`src/rtl/secreg_pkg.sv`:
```
package secreg_pkg;
  localparam int DATA_W        = 16;
  localparam int N_LOCKREG     = 6;
  localparam int PROT_PER_LOCK = 4;
  localparam int ADDR_W        = 6;
  localparam int LOCK_BASE     = 32;

  typedef enum logic [1:0] {
    RGN_NONE = 2'd0,
    RGN_PROT = 2'd1,
    RGN_LOCK = 2'd2
  } region_e;
endpackage

```
`src/rtl/secreg_rst_sync.sv`:
```
module secreg_rst_sync #(
  parameter int STAGES = 2
) (
  input  logic clk,
  input  logic rst_n,
  output logic rst_sync_n
);
  logic [STAGES-1:0] sync_q;
  logic [STAGES-1:0] sync_d;

  always_comb begin
    sync_d = {sync_q[STAGES-2:0], 1'b1};
  end

  always_ff @(posedge clk or negedge rst_n) begin
    if (!rst_n) sync_q <= '0;
    else        sync_q <= sync_d;
  end

  assign rst_sync_n = sync_q[STAGES-1];
endmodule

```
`src/rtl/secreg_lock_store.sv`:
```
module secreg_lock_store #(
  parameter int N_LOCKREG = 6,
  parameter int LOCK_W    = 8,
  parameter int LIDX_W    = 3
) (
  input  logic                             clk,
  input  logic                             rst_n,
  input  logic                             we,
  input  logic [LIDX_W-1:0]                idx,
  input  logic [LOCK_W-1:0]                wdata,
  output logic [N_LOCKREG-1:0][LOCK_W-1:0] lock_q
);
  logic [N_LOCKREG-1:0][LOCK_W-1:0] lock_d;

  // Sticky set-only update: bits can only be added, never removed, until reset.
  always_comb begin
    for (int i = 0; i < N_LOCKREG; i++) begin
      lock_d[i] = lock_q[i];
      if (we && (idx == LIDX_W'(i))) lock_d[i] = lock_q[i] | wdata;
    end
  end

  // Reset comes only from the synchronised power-on/system reset.
  always_ff @(posedge clk or negedge rst_n) begin
    if (!rst_n) lock_q <= '0;
    else        lock_q <= lock_d;
  end
endmodule

```
`src/rtl/secreg_prot_file.sv`:
```
module secreg_prot_file #(
  parameter int NUM_PROT = 24,
  parameter int DATA_W   = 16,
  parameter int IDX_W    = 5
) (
  input  logic                            clk,
  input  logic                            rst_n,
  input  logic                            we,
  input  logic [IDX_W-1:0]                idx,
  input  logic [DATA_W-1:0]               wdata,
  output logic [NUM_PROT-1:0][DATA_W-1:0] prot_q
);
  for (genvar k = 0; k < NUM_PROT; k++) begin : g_reg
    logic              en;
    logic [DATA_W-1:0] d;

    always_comb begin
      en = we && (idx == IDX_W'(k));
      d  = en ? wdata : prot_q[k];
    end

    always_ff @(posedge clk or negedge rst_n) begin
      if (!rst_n) prot_q[k] <= '0;
      else        prot_q[k] <= d;
    end
  end
endmodule

```
`src/rtl/secreg_access_ctl.sv`:
```
module secreg_access_ctl
  import secreg_pkg::*;
#(
  parameter int NUM_PROT  = 24,
  parameter int N_LOCKREG = 6,
  parameter int LOCK_W    = 8,
  parameter int DATA_W    = 16,
  parameter int ADDR_W    = 6,
  parameter int LOCK_BASE = 32,
  parameter int IDX_W     = 5,
  parameter int LIDX_W    = 3
) (
  input  logic                             clk,
  input  logic                             rst_n,
  input  logic                             bus_wr,
  input  logic                             bus_rd,
  input  logic [ADDR_W-1:0]                bus_addr,
  input  logic                             auth,
  input  logic [NUM_PROT-1:0]              wlock,
  input  logic [NUM_PROT-1:0]              rlock,
  input  logic [NUM_PROT-1:0][DATA_W-1:0]  prot_q,
  input  logic [N_LOCKREG-1:0][LOCK_W-1:0] lock_q,
  output logic                             prot_we,
  output logic [IDX_W-1:0]                 prot_idx,
  output logic                             lock_we,
  output logic [LIDX_W-1:0]                lock_idx,
  output logic [DATA_W-1:0]                bus_rdata,
  output logic                             viol
);
  region_e           rgn;
  logic [ADDR_W-1:0] loff;
  logic              wl_sel, rl_sel;
  logic [DATA_W-1:0] pdata_sel;
  logic [LOCK_W-1:0] ldata_sel;
  logic              viol_d;

  always_comb begin
    loff     = bus_addr - ADDR_W'(LOCK_BASE);
    prot_idx = bus_addr[IDX_W-1:0];
    lock_idx = loff[LIDX_W-1:0];
    if (bus_addr < ADDR_W'(NUM_PROT))     rgn = RGN_PROT;
    else if (loff < ADDR_W'(N_LOCKREG))   rgn = RGN_LOCK;
    else                                  rgn = RGN_NONE;
  end

  always_comb begin
    wl_sel    = 1'b0;
    rl_sel    = 1'b0;
    pdata_sel = '0;
    for (int k = 0; k < NUM_PROT; k++) begin
      if (prot_idx == IDX_W'(k)) begin
        wl_sel    = wlock[k];
        rl_sel    = rlock[k];
        pdata_sel = prot_q[k];
      end
    end
    ldata_sel = '0;
    for (int i = 0; i < N_LOCKREG; i++) begin
      if (lock_idx == LIDX_W'(i)) ldata_sel = lock_q[i];
    end
  end

  // Only the authenticated grant overrides a lock; no other mode is consulted.
  always_comb begin
    prot_we = bus_wr && (rgn == RGN_PROT) && (!wl_sel || auth);
    lock_we = bus_wr && (rgn == RGN_LOCK);
    viol_d  = bus_wr && (rgn == RGN_PROT) && wl_sel && !auth;
    bus_rdata = '0;
    if (bus_rd) begin
      if (rgn == RGN_PROT) begin
        if (!rl_sel || auth) bus_rdata = pdata_sel;
      end else if (rgn == RGN_LOCK) begin
        bus_rdata = DATA_W'(ldata_sel);
      end
    end
  end

  always_ff @(posedge clk or negedge rst_n) begin
    if (!rst_n) viol <= 1'b0;
    else        viol <= viol_d;
  end
endmodule

```
`src/rtl/secreg_bank.sv`:
```
module secreg_bank
  import secreg_pkg::*;
#(
  parameter int DATA_W_P        = secreg_pkg::DATA_W,
  parameter int N_LOCKREG_P     = secreg_pkg::N_LOCKREG,
  parameter int PROT_PER_LOCK_P = secreg_pkg::PROT_PER_LOCK,
  parameter int ADDR_W_P        = secreg_pkg::ADDR_W,
  parameter int LOCK_BASE_P     = secreg_pkg::LOCK_BASE,
  parameter int RST_STAGES      = 2
) (
  input  logic                clk,
  input  logic                rst_n,
  input  logic                scan_mode,
  input  logic                dbg_unlock_raw,
  input  logic                dbg_auth_grant,
  input  logic                bus_wr,
  input  logic                bus_rd,
  input  logic [ADDR_W_P-1:0] bus_addr,
  input  logic [DATA_W_P-1:0] bus_wdata,
  output logic [DATA_W_P-1:0] bus_rdata,
  output logic                access_viol
);
  localparam int NUM_PROT = N_LOCKREG_P * PROT_PER_LOCK_P;
  localparam int LOCK_W   = 2 * PROT_PER_LOCK_P;
  localparam int IDX_W    = $clog2(NUM_PROT);
  localparam int LIDX_W   = $clog2(N_LOCKREG_P);

  logic                               rst_sync_n;
  logic [N_LOCKREG_P-1:0][LOCK_W-1:0] lock_q;
  logic [NUM_PROT-1:0][DATA_W_P-1:0]  prot_q;
  logic [NUM_PROT-1:0]                wlock, rlock;
  logic                               prot_we, lock_we;
  logic [IDX_W-1:0]                   prot_idx;
  logic [LIDX_W-1:0]                  lock_idx;

  secreg_rst_sync #(.STAGES(RST_STAGES)) u_rst (
    .clk        (clk),
    .rst_n      (rst_n),
    .rst_sync_n (rst_sync_n)
  );

  secreg_lock_store #(
    .N_LOCKREG (N_LOCKREG_P),
    .LOCK_W    (LOCK_W),
    .LIDX_W    (LIDX_W)
  ) u_locks (
    .clk    (clk),
    .rst_n  (rst_sync_n),
    .we     (lock_we),
    .idx    (lock_idx),
    .wdata  (bus_wdata[LOCK_W-1:0]),
    .lock_q (lock_q)
  );

  // Fixed field layout: even bit = write lock, odd bit = read lock.
  for (genvar k = 0; k < NUM_PROT; k++) begin : g_lockmap
    assign wlock[k] = lock_q[k / PROT_PER_LOCK_P][2 * (k % PROT_PER_LOCK_P)];
    assign rlock[k] = lock_q[k / PROT_PER_LOCK_P][2 * (k % PROT_PER_LOCK_P) + 1];
  end

  secreg_prot_file #(
    .NUM_PROT (NUM_PROT),
    .DATA_W   (DATA_W_P),
    .IDX_W    (IDX_W)
  ) u_prot (
    .clk    (clk),
    .rst_n  (rst_sync_n),
    .we     (prot_we),
    .idx    (prot_idx),
    .wdata  (bus_wdata),
    .prot_q (prot_q)
  );

  secreg_access_ctl #(
    .NUM_PROT  (NUM_PROT),
    .N_LOCKREG (N_LOCKREG_P),
    .LOCK_W    (LOCK_W),
    .DATA_W    (DATA_W_P),
    .ADDR_W    (ADDR_W_P),
    .LOCK_BASE (LOCK_BASE_P),
    .IDX_W     (IDX_W),
    .LIDX_W    (LIDX_W)
  ) u_ctl (
    .clk       (clk),
    .rst_n     (rst_sync_n),
    .bus_wr    (bus_wr),
    .bus_rd    (bus_rd),
    .bus_addr  (bus_addr),
    .auth      (dbg_auth_grant),
    .wlock     (wlock),
    .rlock     (rlock),
    .prot_q    (prot_q),
    .lock_q    (lock_q),
    .prot_we   (prot_we),
    .prot_idx  (prot_idx),
    .lock_we   (lock_we),
    .lock_idx  (lock_idx),
    .bus_rdata (bus_rdata),
    .viol      (access_viol)
  );
endmodule

```
`config.mk`:
```
export PLATFORM = sky130hd
export DESIGN_NAME = secreg_bank
export DESIGN_NICKNAME = d
export VERILOG_FILES = /design/src/rtl/secreg_pkg.sv /design/src/rtl/secreg_rst_sync.sv /design/src/rtl/secreg_lock_store.sv /design/src/rtl/secreg_prot_file.sv /design/src/rtl/secreg_access_ctl.sv /design/src/rtl/secreg_bank.sv
export SDC_FILE = /design/constraint.sdc
export NUM_CORES = 1
export LEC_CHECK = 0
export BUFFER_PORTS_ARGS = -buffer_cell sky130_fd_sc_hd__buf_4
export CAP_MARGIN = 10
export CELL_PAD_IN_SITES_DETAIL_PLACEMENT = 2
export CELL_PAD_IN_SITES_GLOBAL_PLACEMENT = 2
export CORE_ASPECT_RATIO = 0.5
export CORE_MARGIN = 4
export CORE_UTILIZATION = 44
export DETAILED_ROUTE_END_ITERATION = 10
export GPL_TIMING_DRIVEN = 0
export PLACE_DENSITY = 0.82
export SLEW_MARGIN = 20
export SYNTH_ARGS = -nofsm -noshare
export SYNTH_HDL_FRONTEND = slang
export SYNTH_HIERARCHICAL = 1
export SYNTH_SLANG_ARGS = --single-unit
```
`constraint.sdc`:
```
create_clock -name clk -period 16.5 [get_ports clk]
set_clock_uncertainty 0.1 [all_clocks]
set_input_delay 2.475 -clock clk [delete_from_list [all_inputs] [get_ports clk]]
set_output_delay 2.475 -clock clk [all_outputs]
set_load 0.02 [all_outputs]
```
==> metrics.md <==
| Metric | Value |
|---|---|
| Status | `finished, final reports clean` |
| Crit path max-delay family | `buffers and inverters` |
| Detailed placer's ending HPWL | `67700 microns` |
| Post-Layout Cell Count | `2490` |
| Residual DRC | `0` |
| Initial DRT Pass Iterations | `7` |
| GRT busiest layer | `met2` |
| DIE WIDTH | `317 microns` |
| Most frequent cells in the layout | `dfrtp_1 (434), mux2_2 (360), nand2_1 (97)` |
| Most common cell after layout, fill and taps aside | `dfrtp_1` |
| Critical Path Slowest Stage Cell | `o21ai_0` |
| Clock-pin slew on the worst setup and hold paths | `60 ps` |
| Synth Register Bits | `435` |
| Cts hold-fix bufs | `0` |
| Grt total ovfl | `0` |
| Setup bufs post-CTS | `0` |
| Setup violations, final | `0` |
| Largest net degree at the start of global routing | `57` |
| Final nets | `1844` |
| CTS H-tree depth | `2` |
| Gpl congestion | `0.946` |
| Met2 Use GR | `60.5%` |
| Initial antenna violation count | `5` |
| Fin crit period | `8970 ps` |
| CP endpoint kind | `output pin` |
| Post-Syn Nets | `1751` |
| Max-slew violations | `0` |
| Mapped Cells | `1722` |
| WP buf/inv | `6` |
| CP max FO | `10` |
| Setup WS pre-CTS | `7840 ps` |
| Hold/Removal Path Class | `register to async pin` |
| IO Pins | `46` |
| Routed len/inst | `42.6 microns` |
| Vias/cell | `7.32` |
| DR iter-0 viols | `2659` |
| Post-synthesis area per instance | `12.2 sq um` |
| Max rail drop VDD | `0.0655 mV` |
| CTS Buf Count | `41` |
| Crit-path cells | `buf_2 -> buf_4 -> buf_2 -> buf_2 -> buf_2 -> nor2_1 -> o21ai_0 -> nand4_1 -> o21ai_0 -> a211oi_1 -> buf_4` |
| Synth Cell Area | `21000 sq um` |
| Slew HR | `12.5%` |
| Chip Height | `163 microns` |
| Worst path max stage delay | `700 ps` |
| Max clock buf depth | `3` |
| Met1 GRT Util | `51.7%` |
| Area of the multi-input gates | `9360 sq um` |
| Most common flop cell mapped by yosys | `dfrtp_1` |
| Ys Warns | `6` |
| TritonCTS clock tree | `done` |
| Sequential-to-total area share from yosys stat | `51.8%` |
| Critical path type | `primary input to output pin` |
| Sink Count | `435` |
| Synthesis-to-layout area growth | `13.3%` |
| Pleak | `11.0 nW` |
| Later-pin clock latency in the skew report | `570 ps` |
| Maximum clock rate | `0.111 GHz` |
| RSZ-0062 raised after global routing | `false` |
| First-pass GRT wire length | `150000 microns` |
| Final setup margin | `7530 ps` |
| Final cycle utilization of the critical path | `54.4%` |
| Starting density of the core | `44.7%` |
| Final Util | `50.6%` |
| Placed Cells | `2410` |
| Setup tns final | `0 ps` |
| Power per standard cell area | `113 nW/um^2` |
| Root buf cell | `clkbuf_16` |
| Via Count | `18216` |
| Sequential Area | `10900 sq um` |
| Critical path's most frequent cell | `buf_2` |
| Count of cell types in the netlist | `87` |
| Post-synth EDFFs | `0` |
| Vias in the first global route | `19656` |
| Total GRT Usage | `40.8%` |
| Final hold violations | `0` |
| Port bufs | `40` |
| CORE AREA | `47000 sq um` |
| Post-DRT Antenna Nets | `0` |
| Met3 Use GR | `15.8%` |
| Worst path required time | `13930 ps` |
| Final hold slack | `198 ps` |
| Worst Path Arrival | `6390 ps` |
| Final WL | `106000 microns` |
| Post-cts sizing count | `0` |
| Least-Margin Pin Slew | `1310 ps` |
| Row count | `56` |
| Fillers | `4473` |
| Crit start category | `primary input` |
| Async set or reset register ratio after synthesis | `100%` |
| Max_cap viols | `0` |
| Die area | `51500 sq um` |
| Share of cells above drive strength 1 | `34.4%` |
-- cells in the mapped netlist (all sizes together), types with 15 or more instances --
| cell | n | area [sq um] |
|---|---|---|
| a221oi | 21 | 184 |
| o21bai | 45 | 375 |
| nor2b | 17 | 106 |
| mux2i | 17 | 170 |
| mux2 | 393 | 4430 |
| nor3 | 26 | 146 |
| a21oi | 45 | 233 |
| o21ai | 56 | 292 |
| a211oi | 15 | 113 |
| o22ai | 15 | 93.8 |
| nand3 | 27 | 135 |
| buf | 99 | 577 |
| dfrtp | 435 | 10900 |
| clkbuf | 47 | 176 |
| nand2 | 98 | 370 |
| a22oi | 60 | 450 |
| nor2 | 81 | 342 |
-- state kept, by name, summed over array words and instances (netlist names) --
signal          cells
u_ctl/viol          1
u_locks/lock_q     48
u_rst/sync_q        2
u_prot/prot_q     384
-- final cells by class --
| type | instances | area share, % |
|---|---|---|
| clock buffer | 60 | 5.12 |
| tap | 638 | 3.35 |
| timing repair buffer | 50 | 2.27 |
| sequential | 435 | 45.7 |
| multi-input combinational | 1134 | 39.3 |
| antenna | 8 | 0.0841 |
| buffer | 146 | 3.16 |
| clock inverter | 12 | 0.820 |
| inverter | 7 | 0.110 |
-- worst register-to-register path, stage by stage, from the launching register on --
cell and delay, ps:
dfrtp_1 420, nor3_1 220, a211oi_1 90, o21bai_1 170, nand4_1 110, o221ai_1 140, a31o_2 220, nor2b_1 480
nand4b_1 400, nor2_1 1040, buf_2 580, mux2_2 410
-- report_power, final --
group | switching [mW] | internal, mW
Sequential | 0.0958 | 1.19
Clock | 0.476 | 0.580
Combinational | 0.211 | 0.141
-- metrics by stage --
step                      power, mW  cell area (sq um)
after detailed placement       1.60              22400
after global routing           2.76              23800
final                          2.69              23800
after CTS                      2.67              23800
after floorplan                1.46              21000
after global placement         1.57              22100
-- kinds of logic (layout without fill, tap and decap cells) --
group	Yosys count	count (layout)	synth area share, %
other	1	9	0.0178
multiplexers	418	418	22.7
AO/OA/AOI/OAI	369	369	12.9
flip-flops	435	435	51.8
AND/OR/NAND/NOR	346	346	8.81
buffers and inverters	153	275	3.71
-- worst paths after layout --
| check | from | end | slack, ps | depth (start not counted) |
|---|---|---|---|---|
| setup / recovery | bus_addr[1] | bus_rdata[14] | 7530 | 11 |
| hold / removal | u_rst/sync_q[1]$_DFF_PN0_ | u_prot/prot_q[110]$_DFFE_PN0P_ | 200 | 0 |
| setup reg to reg | u_locks/lock_q[8]$_DFFE_PN0P_ | u_prot/prot_q[236]$_DFFE_PN0P_ | 12000 | 11 |
| hold reg to reg | u_rst/sync_q[1]$_DFF_PN0_ | u_prot/prot_q[110]$_DFFE_PN0P_ | 200 | 0 |
| max in group asynchronous | rst_n | u_rst/sync_q[1]$_DFF_PN0_ | 14630 | 1 |
| min in group clk | u_rst/sync_q[0]$_DFF_PN0_ | u_rst/sync_q[1]$_DFF_PN0_ | 250 | 0 |
-- layer usage --
layer | vias to the layer above | routed length, microns
met1 | 9609 | 40700
met4 | 8 | 6520
met3 | 482 | 13600
met2 | 1524 | 45100
li1 | 6593 | -
met5 | - | 117
No activity file was read; power rests on OpenSTA's default activity.
